[config.mk]
export PLATFORM = sky130hd
export DESIGN_NAME = fifo_rt_buffer
export DESIGN_NICKNAME = d
export VERILOG_FILES = /design/src/rtl/fifo_rt_pkg.sv /design/src/rtl/fifo_rt_ptr.sv /design/src/rtl/fifo_rt_mem.sv /design/src/rtl/fifo_rt_occ.sv /design/src/rtl/fifo_rt_buffer.sv
export SDC_FILE = /design/constraint.sdc
export NUM_CORES = 2
export LEC_CHECK = 0
export CAP_MARGIN = 20
export CORE_UTILIZATION = 35
export CTS_BUF_LIST = sky130_fd_sc_hd__clkbuf_8
export DETAILED_ROUTE_END_ITERATION = 7
export DONT_BUFFER_PORTS = 1
export GPL_TIMING_DRIVEN = 0
export SETUP_SLACK_MARGIN = 0.3
export SKIP_LAST_GASP = 1
export SYNTH_ARGS = -nofsm -noshare
export SYNTH_HDL_FRONTEND = slang
export SYNTH_HIERARCHICAL = 1
export SYNTH_SLANG_ARGS = --single-unit
[constraint.sdc]
create_clock -name clk -period 2.9 [get_ports clk]
set_clock_uncertainty 0.15 [all_clocks]
set_input_delay 0.58 -clock clk [delete_from_list [all_inputs] [get_ports clk]]
set_output_delay 0.58 -clock clk [all_outputs]
set_load 0.05 [all_outputs]
[src/rtl/fifo_rt_pkg.sv]
package fifo_rt_pkg;

  localparam int unsigned WORD_W = 9;

  // Depth values the block is specified for.
  function automatic bit f_depth_ok(input int unsigned depth);
    return (depth == 256) || (depth == 512) || (depth == 1024);
  endfunction

  // Occupancy above which the half-full flag is raised.
  function automatic int unsigned f_half_mark(input int unsigned depth);
    return depth / 2;
  endfunction

endpackage

[src/rtl/fifo_rt_ptr.sv]
module fifo_rt_ptr #(
  parameter int unsigned AW = 8
) (
  input  logic          clk,
  input  logic          rst_n,
  input  logic          clr,
  input  logic          adv,
  output logic [AW-1:0] ptr
);

  // Ring pointer: the natural wrap of AW bits closes the ring.
  always_ff @(posedge clk) begin
    if (!rst_n)      ptr <= '0;
    else if (clr)    ptr <= '0;
    else if (adv)    ptr <= ptr + AW'(1);
  end

endmodule

[src/rtl/fifo_rt_mem.sv]
module fifo_rt_mem #(
  parameter int unsigned DEPTH = 256,
  parameter int unsigned W     = 9,
  localparam int unsigned AW   = $clog2(DEPTH)
) (
  input  logic          clk,
  input  logic          rst_n,
  input  logic          we,
  input  logic [AW-1:0] waddr,
  input  logic [W-1:0]  wdata,
  input  logic          re,
  input  logic [AW-1:0] raddr,
  output logic [W-1:0]  rdata
);

  logic [W-1:0] store [DEPTH];

  always_ff @(posedge clk) begin
    if (we) store[waddr] <= wdata;
  end

  // Registered read port: holds the last word when no read is accepted.
  always_ff @(posedge clk) begin
    if (!rst_n)  rdata <= '0;
    else if (re) rdata <= store[raddr];
  end

endmodule

[src/rtl/fifo_rt_occ.sv]
module fifo_rt_occ
  import fifo_rt_pkg::*;
#(
  parameter int unsigned DEPTH = 256,
  localparam int unsigned AW   = $clog2(DEPTH),
  localparam int unsigned CW   = AW + 1
) (
  input  logic          clk,
  input  logic          rst_n,
  input  logic          inc,
  input  logic          dec,
  input  logic          load,
  input  logic [AW-1:0] load_val,
  output logic [CW-1:0] count,
  output logic          empty,
  output logic          full,
  output logic          half_full
);

  localparam logic [CW-1:0] FULL_LVL = CW'(DEPTH);
  localparam logic [CW-1:0] HALF_LVL = CW'(f_half_mark(DEPTH));

  function automatic logic [CW-1:0] f_next(
    input logic [CW-1:0] cur,
    input logic          up,
    input logic          down
  );
    return cur + CW'(up) - CW'(down);
  endfunction

  always_ff @(posedge clk) begin
    if (!rst_n)    count <= '0;
    else if (load) count <= {1'b0, load_val};
    else           count <= f_next(count, inc, dec);
  end

  assign empty     = (count == '0);
  assign full      = (count == FULL_LVL);
  assign half_full = (count > HALF_LVL);

endmodule

[src/rtl/fifo_rt_buffer.sv]
module fifo_rt_buffer
  import fifo_rt_pkg::*;
#(
  parameter int unsigned DEPTH = 256
) (
  input  logic              clk,
  input  logic              rst_n,
  input  logic              wr_n,
  input  logic              rd_n,
  input  logic              rewind_n,
  input  logic [WORD_W-1:0] din,
  output logic [WORD_W-1:0] dout,
  output logic              empty,
  output logic              full,
  output logic              half_full
);

  localparam int unsigned AW = $clog2(DEPTH);
  localparam int unsigned CW = AW + 1;

  // Named internal events, visible to the bound checker.
  logic          rewind_evt;
  logic          wr_acc;
  logic          rd_acc;
  logic [AW-1:0] wr_ptr;
  logic [AW-1:0] rd_ptr;
  logic [CW-1:0] count;

  assign rewind_evt = !rewind_n;
  assign wr_acc     = !wr_n && !full  && !rewind_evt;
  assign rd_acc     = !rd_n && !empty && !rewind_evt;

  fifo_rt_ptr #(.AW(AW)) u_wr_ptr (
    .clk   (clk),
    .rst_n (rst_n),
    .clr   (1'b0),
    .adv   (wr_acc),
    .ptr   (wr_ptr)
  );

  fifo_rt_ptr #(.AW(AW)) u_rd_ptr (
    .clk   (clk),
    .rst_n (rst_n),
    .clr   (rewind_evt),
    .adv   (rd_acc),
    .ptr   (rd_ptr)
  );

  fifo_rt_mem #(.DEPTH(DEPTH), .W(WORD_W)) u_mem (
    .clk   (clk),
    .rst_n (rst_n),
    .we    (wr_acc),
    .waddr (wr_ptr),
    .wdata (din),
    .re    (rd_acc),
    .raddr (rd_ptr),
    .rdata (dout)
  );

  fifo_rt_occ #(.DEPTH(DEPTH)) u_occ (
    .clk       (clk),
    .rst_n     (rst_n),
    .inc       (wr_acc),
    .dec       (rd_acc),
    .load      (rewind_evt),
    .load_val  (wr_ptr),
    .count     (count),
    .empty     (empty),
    .full      (full),
    .half_full (half_full)
  );

endmodule

Word level (Yosys, flattened, before mapping)

Memory sizes are Yosys's and may differ from the RTL's. A register that Yosys moved wholly into a read port is not among the register bits.
Index checks and enable logic that the tools add are counted.
Widths: inputs -> output; s select.

Logic and storage cells: 25
Memory bits (writable): 2304
Memories kept: 1
Output and inout bits: 12
Register bits after elaboration: 25

Add/sub/neg operators: 4
Magnitude comparators: 1
Eq/ne operators: 1
Reduce and logical (&&, ||, !) cells: 11
Muxes and demuxes: 3

Memory list:

| memory      | depth | bits a word | rd ports | clocked after memory_dff | write ports | RTL line          | source |
|---|---|---|---|---|---|---|---|
| u_mem.store | 256   | 9           | 1        | 1                        | 1           | fifo_rt_mem.sv:16 | `logic [W-1:0] store [DEPTH];` |

Operators with widths:

| cell                | count |
|---|---|
| $add 8x1->8 const B | 2 |
| $add 9x1->9         | 1 |
| $eq 9x9->1 const B  | 1 |
| $gt 9x8->1 const B  | 1 |
| $logic_not 9->1     | 1 |
| $sub 9x1->9         | 1 |
| $mux 8              | 1 |
| $logic_not 1->1     | 5 |
| $logic_and 1x1->1   | 4 |
| $mux 1              | 2 |
| $reduce_and 2->1    | 1 |

Depth between registers and ports, before layout

Depth in word-level cells: 7
Gate-level depth with buffers: 15
Mapped depth without buffers: 15

Cells and area by module

The synthesis kept the hierarchy.

Modules (own cells, without submodules):

| module         | cells each | area each (um^2) | instances |
|---|---|---|---|
| fifo_rt_mem    | 4304       | 90108.9          | 1 |
| fifo_rt_occ    | 101        | 849.6            | 1 |
| fifo_rt_ptr    | 38         | 339.1            | 2 |
| fifo_rt_buffer | 4          | 32.5             | 1 |

Least setup slack after synthesis

No wires, ideal clock.

Path kind: flip-flop to flip-flop
Start: register u_occ.count[2]
End: register u_occ.count[8]
Data arrival time: 3.459 ns
Path buffers: 0
Stages on the path, launching flop included: 15
Data required time: 2.623 ns
Path slack: -0.836 ns
Setup time: 0.127 ns
Cells stage by stage: dfxtp_1 -> inv_1 -> ha_1 -> nor4bb_1 -> nand2_1 -> nor2_1 -> nor3b_2 -> ha_1 -> inv_1 -> ha_1 -> fa_1 -> a211o_1 -> a31oi_1 -> o31ai_1 -> mux2i_1

RTL lines:

| what                           | RTL line             | source |
|---|---|---|
| start, declared                | fifo_rt_occ.sv:14    | `output logic [CW-1:0] count,` |
| start signal, assigned         | fifo_rt_occ.sv:33    | `else if (load) count <= {1'b0, load_val};` |
| start signal, assigned         | fifo_rt_occ.sv:34    | `else count <= f_next(count, inc, dec);` |
| $logic_not 9->1                | fifo_rt_occ.sv:37    | `assign empty = (count == '0);` |
| net empty                      | fifo_rt_buffer.sv:13 | `output logic empty,` |
| $logic_not 1->1                | fifo_rt_buffer.sv:31 | `assign rd_acc = !rd_n && !empty && !rewind_evt;` |
| $logic_and 1x1->1 (2 in a row) | fifo_rt_buffer.sv:31 |  |
| net rd_acc                     | fifo_rt_buffer.sv:24 | `logic rd_acc;` |
| $sub 9x1->9                    | fifo_rt_occ.sv:28    | `return cur + CW'(up) - CW'(down);` |

The timed path passes the listed nets, and every way through them passes these cells.
A chain may end at the register's enable or synchronous reset.

==> results.md <==
- # DRC: 0
- Worst setup path startpoint: u_rd_ptr/ptr[2]
- WHS: -0.4879 ns
- Met3 WL post-DR: between 50 and 60 mm
- Leak pwr: roughly 0.035 µW
- Failing checks: negative hold slack, negative setup slack
- Cells after DPL: 8048
- Detail Route met2 WL: 156.0 mm
- Crit path DAT: 4.56 ns
- RD Place Congestion: approximately 1.1
- Slew Limit Fails: 0
- Hold path start: din[0]
- Net Count, Synth: around 4500
- Clock transition at the registers of the reported paths: around 0.06 ns
- Req. time, crit path: approximately 3.8 ns
- Crit path kind: reg -> reg
- Synth async-reset ratio: 0
- DIE WIDTH: 513.8 µm
- CP endpoint kind: flop
- Cell row count: about 190
- Status: finished with violations
- Cell Pwr Density: between 500 and 600 mW/mm²
- Synthesized cell area: 0.09167 mm²
- Commonest non-fill, non-tap cell in the layout: edfxtp_1
- Pre-Repair DR Iteration Count: 6
- CP Launch Type: flop
- Tmin final: approximately 3.7 ns
- Via count: between 50000 and 60000
- Post-route setup slack: -0.7829 ns
- FF+latch count, synth: around 2300
- CTS max path bufs: 4
- Class of the worst hold path: in -> reg
- CTS Sinks: around 2300
- Post-synth top flop: edfxtp_1
- Post-Route M1 WL: 126.1 mm
- IO Pins: 26
- Total Die Area: 0.2640 mm²
- Htree depth: 5
- Core outline area: about 0.26 mm²
- Total gr overflow: 0
- Worst-Margin Slew: between 1 and 1.5 ns
- Number of flops mapped to enable cells by yosys: 2304
- First-pass GRT wire length: between 400 and 500 mm
- IO buf count: 0
- Die Y: 513.8 µm
- Max FO, Critical Path: 10
- Max Fclk: around 270 MHz
- Root buf cell: clkbuf_8
- MaxCap Viol Count: 0
- Post-CTS Hold Fix Bufs: 3
- Post-synthesis sequential area ratio: 0.7622
- Post-Syn Area per Cell: just over 20 µm²
- R2r startpoint: u_rd_ptr/ptr[2]
- CTS tree: done
- Area growth syn-to-layout: 22.62%
- WL final: 368.5 mm
- DRT iter0 DRCs: 9892
- Distinct cells, synth: 69
- Largest net degree at the start of global routing: around 260
- Gate Count Post-Synth: about 4500
- Yosys warns: 6
- Uppermost layer routed: met5
- Final setup viols: around 2200
- Power after layout: ~67000 µW
- Gr usage total: 0.2726
- Post-route ant nets: 0
- Dpl hpwl: 229.9 mm
- RSZ-0062 raised after global routing: true
- DR WL/cell: 40.76 µm
- Initial antenna violation count: 25
- Initial Util: 0.3526
- Final std cells w/o fill: ~9000
- Layout cells sized above 1: 0.3498
- Vias in the first global route: around 51000
- Max IR drop VDD: 0.0004673 V
- Fin. Hold Viols: between 1500 and 2000
- Number of vias per cell: 6.156
- Max-slew headroom: 0.1800
- Final period util: 1.270
- Worst R2R Setup Slack: -0.78 ns
- Most frequent cells in the layout: edfxtp_1 (2304), clkbuf_8 (414), mux4_2 (406)
- Layout net count: approximately 5300
- Skew-Pair Late Insertion Delay: ~1.1 ns
- Number of CTS-inserted buffers: 389
[where the power goes]
part | switching [µW] | leakage (µW) | internal (µW)
Combinational | 2100 | 0.00952 | 1590
Clock | 13100 | 0.00400 | 13200
Sequential | 107 | 0.0210 | 37200
[sequential cells by signal, indices dropped and copies added (netlist names)]
register,count
u_mem/store,2304
u_mem/rdata,9
u_occ/count,9
u_rd_ptr/ptr,8
u_wr_ptr/ptr,8
[critical path, cell delays in order (launching register included)]
cell	delay, ns
dfxtp_1	0.42
buf_6	0.18
clkbuf_2	0.33
inv_1	0.33
nor2_4	0.75
a211oi_2	0.26
o21ai_2	0.41
nand2_1	0.11
nor4_2	0.47
a211o_1	0.15
[kinds of logic (layout without fill, tap and decap cells)]
logic type	after synthesis	in the layout	synth area share
xor gates and xnor gates	10	10	0.0009554
and+or+nand+nor	614	614	0.03027
AOI/OAI and AO/OA	456	456	0.03445
buffers and inverters	284	1331	0.02075
other	1	14	0.00004091
adders and majority gates	17	17	0.002402
DFF	2338	2338	0.7622
muxes	765	765	0.1490
[routing by layer]
| layer | vias to the layer above | global-route usage |
|---|---|---|
| li1 | 20386 | - |
| met1 | 29307 | 0.3425 |
| met2 | 4840 | 0.3887 |
| met3 | 1101 | 0.1001 |
| met4 | 24 | 0.1924 |
| met5 | - | 0 |
[through the flow]
stage | instance area [µm²] | setup slack [ns] | setup TNS [ns] | util | hold slack (ns)
floorplan | 92550 | -0.2098 | -0.4315 | - | 0.3164
global placement | 96920 | -4.729 | -2971.05 | 0.3728 | 0.3413
detailed placement | 97920 | -2.612 | -2584.38 | 0.3767 | 0.3669
CTS | 111000 | -0.5702 | -888.12 | 0.4270 | -0.5089
global route | 112400 | -0.6865 | -701.43 | 0.4323 | -0.5405
finish | 112400 | -0.7829 | -605.49 | 0.4324 | -0.4879
[synthesized netlist by cell type, drive strengths merged, types with 17 or more instances]
master | n | area [µm²]
a2111oi | 29 | 272.8
dfxtp | 34 | 680.7
a211oi | 29 | 222.7
edfxtp | 2304 | 69190
nand4 | 28 | 175.2
mux4 | 461 | 10610
nor2b | 17 | 106.4
buf | 152 | 1379
a22oi | 52 | 390.4
o221ai | 57 | 499.2
inv | 18 | 67.56
o21ai | 48 | 240.2
clkbuf | 112 | 437.9
nor2 | 305 | 1145
mux2i | 300 | 3003
nor3 | 38 | 195.2
nand3 | 52 | 260.3
a21oi | 72 | 360.4
nand2 | 102 | 382.9
o22ai | 107 | 669.4
[timing repair]
item,in CTS,in global routing
gates resized for setup,911,120
setup endpoints to repair,2340,2345
pin swaps,109,28
endpoints found under the hold margin,2338,2275
gates cloned,1,9
setup buffers,236,59
[layout make-up]
| type | instances | area [µm²] |
|---|---|---|
| Antenna cell | 13 | 32.53 |
| Buffer | 266 | 3849 |
| Clock buffer | 396 | 5450 |
| Clock inverter | 274 | 1287 |
| Fill cell | 22191 | 147500 |
| Inverter | 18 | 75.07 |
| Multi-Input combinational cell | 1863 | 22860 |
| Sequential cell | 2338 | 69880 |
| Tap cell | 3496 | 4374 |
| Timing Repair Buffer | 377 | 4588 |
[path summary, 6_finish.rpt]
kind,endpoint,cells past startpoint
worst max-delay path,u_mem/rdata[7],9
worst min-delay path,u_mem/store[42][0],0
worst max register to register,u_mem/rdata[7],9
worst min register to register,u_rd_ptr/ptr[1],2
Note: power is estimated with default switching activity, not from simulation.
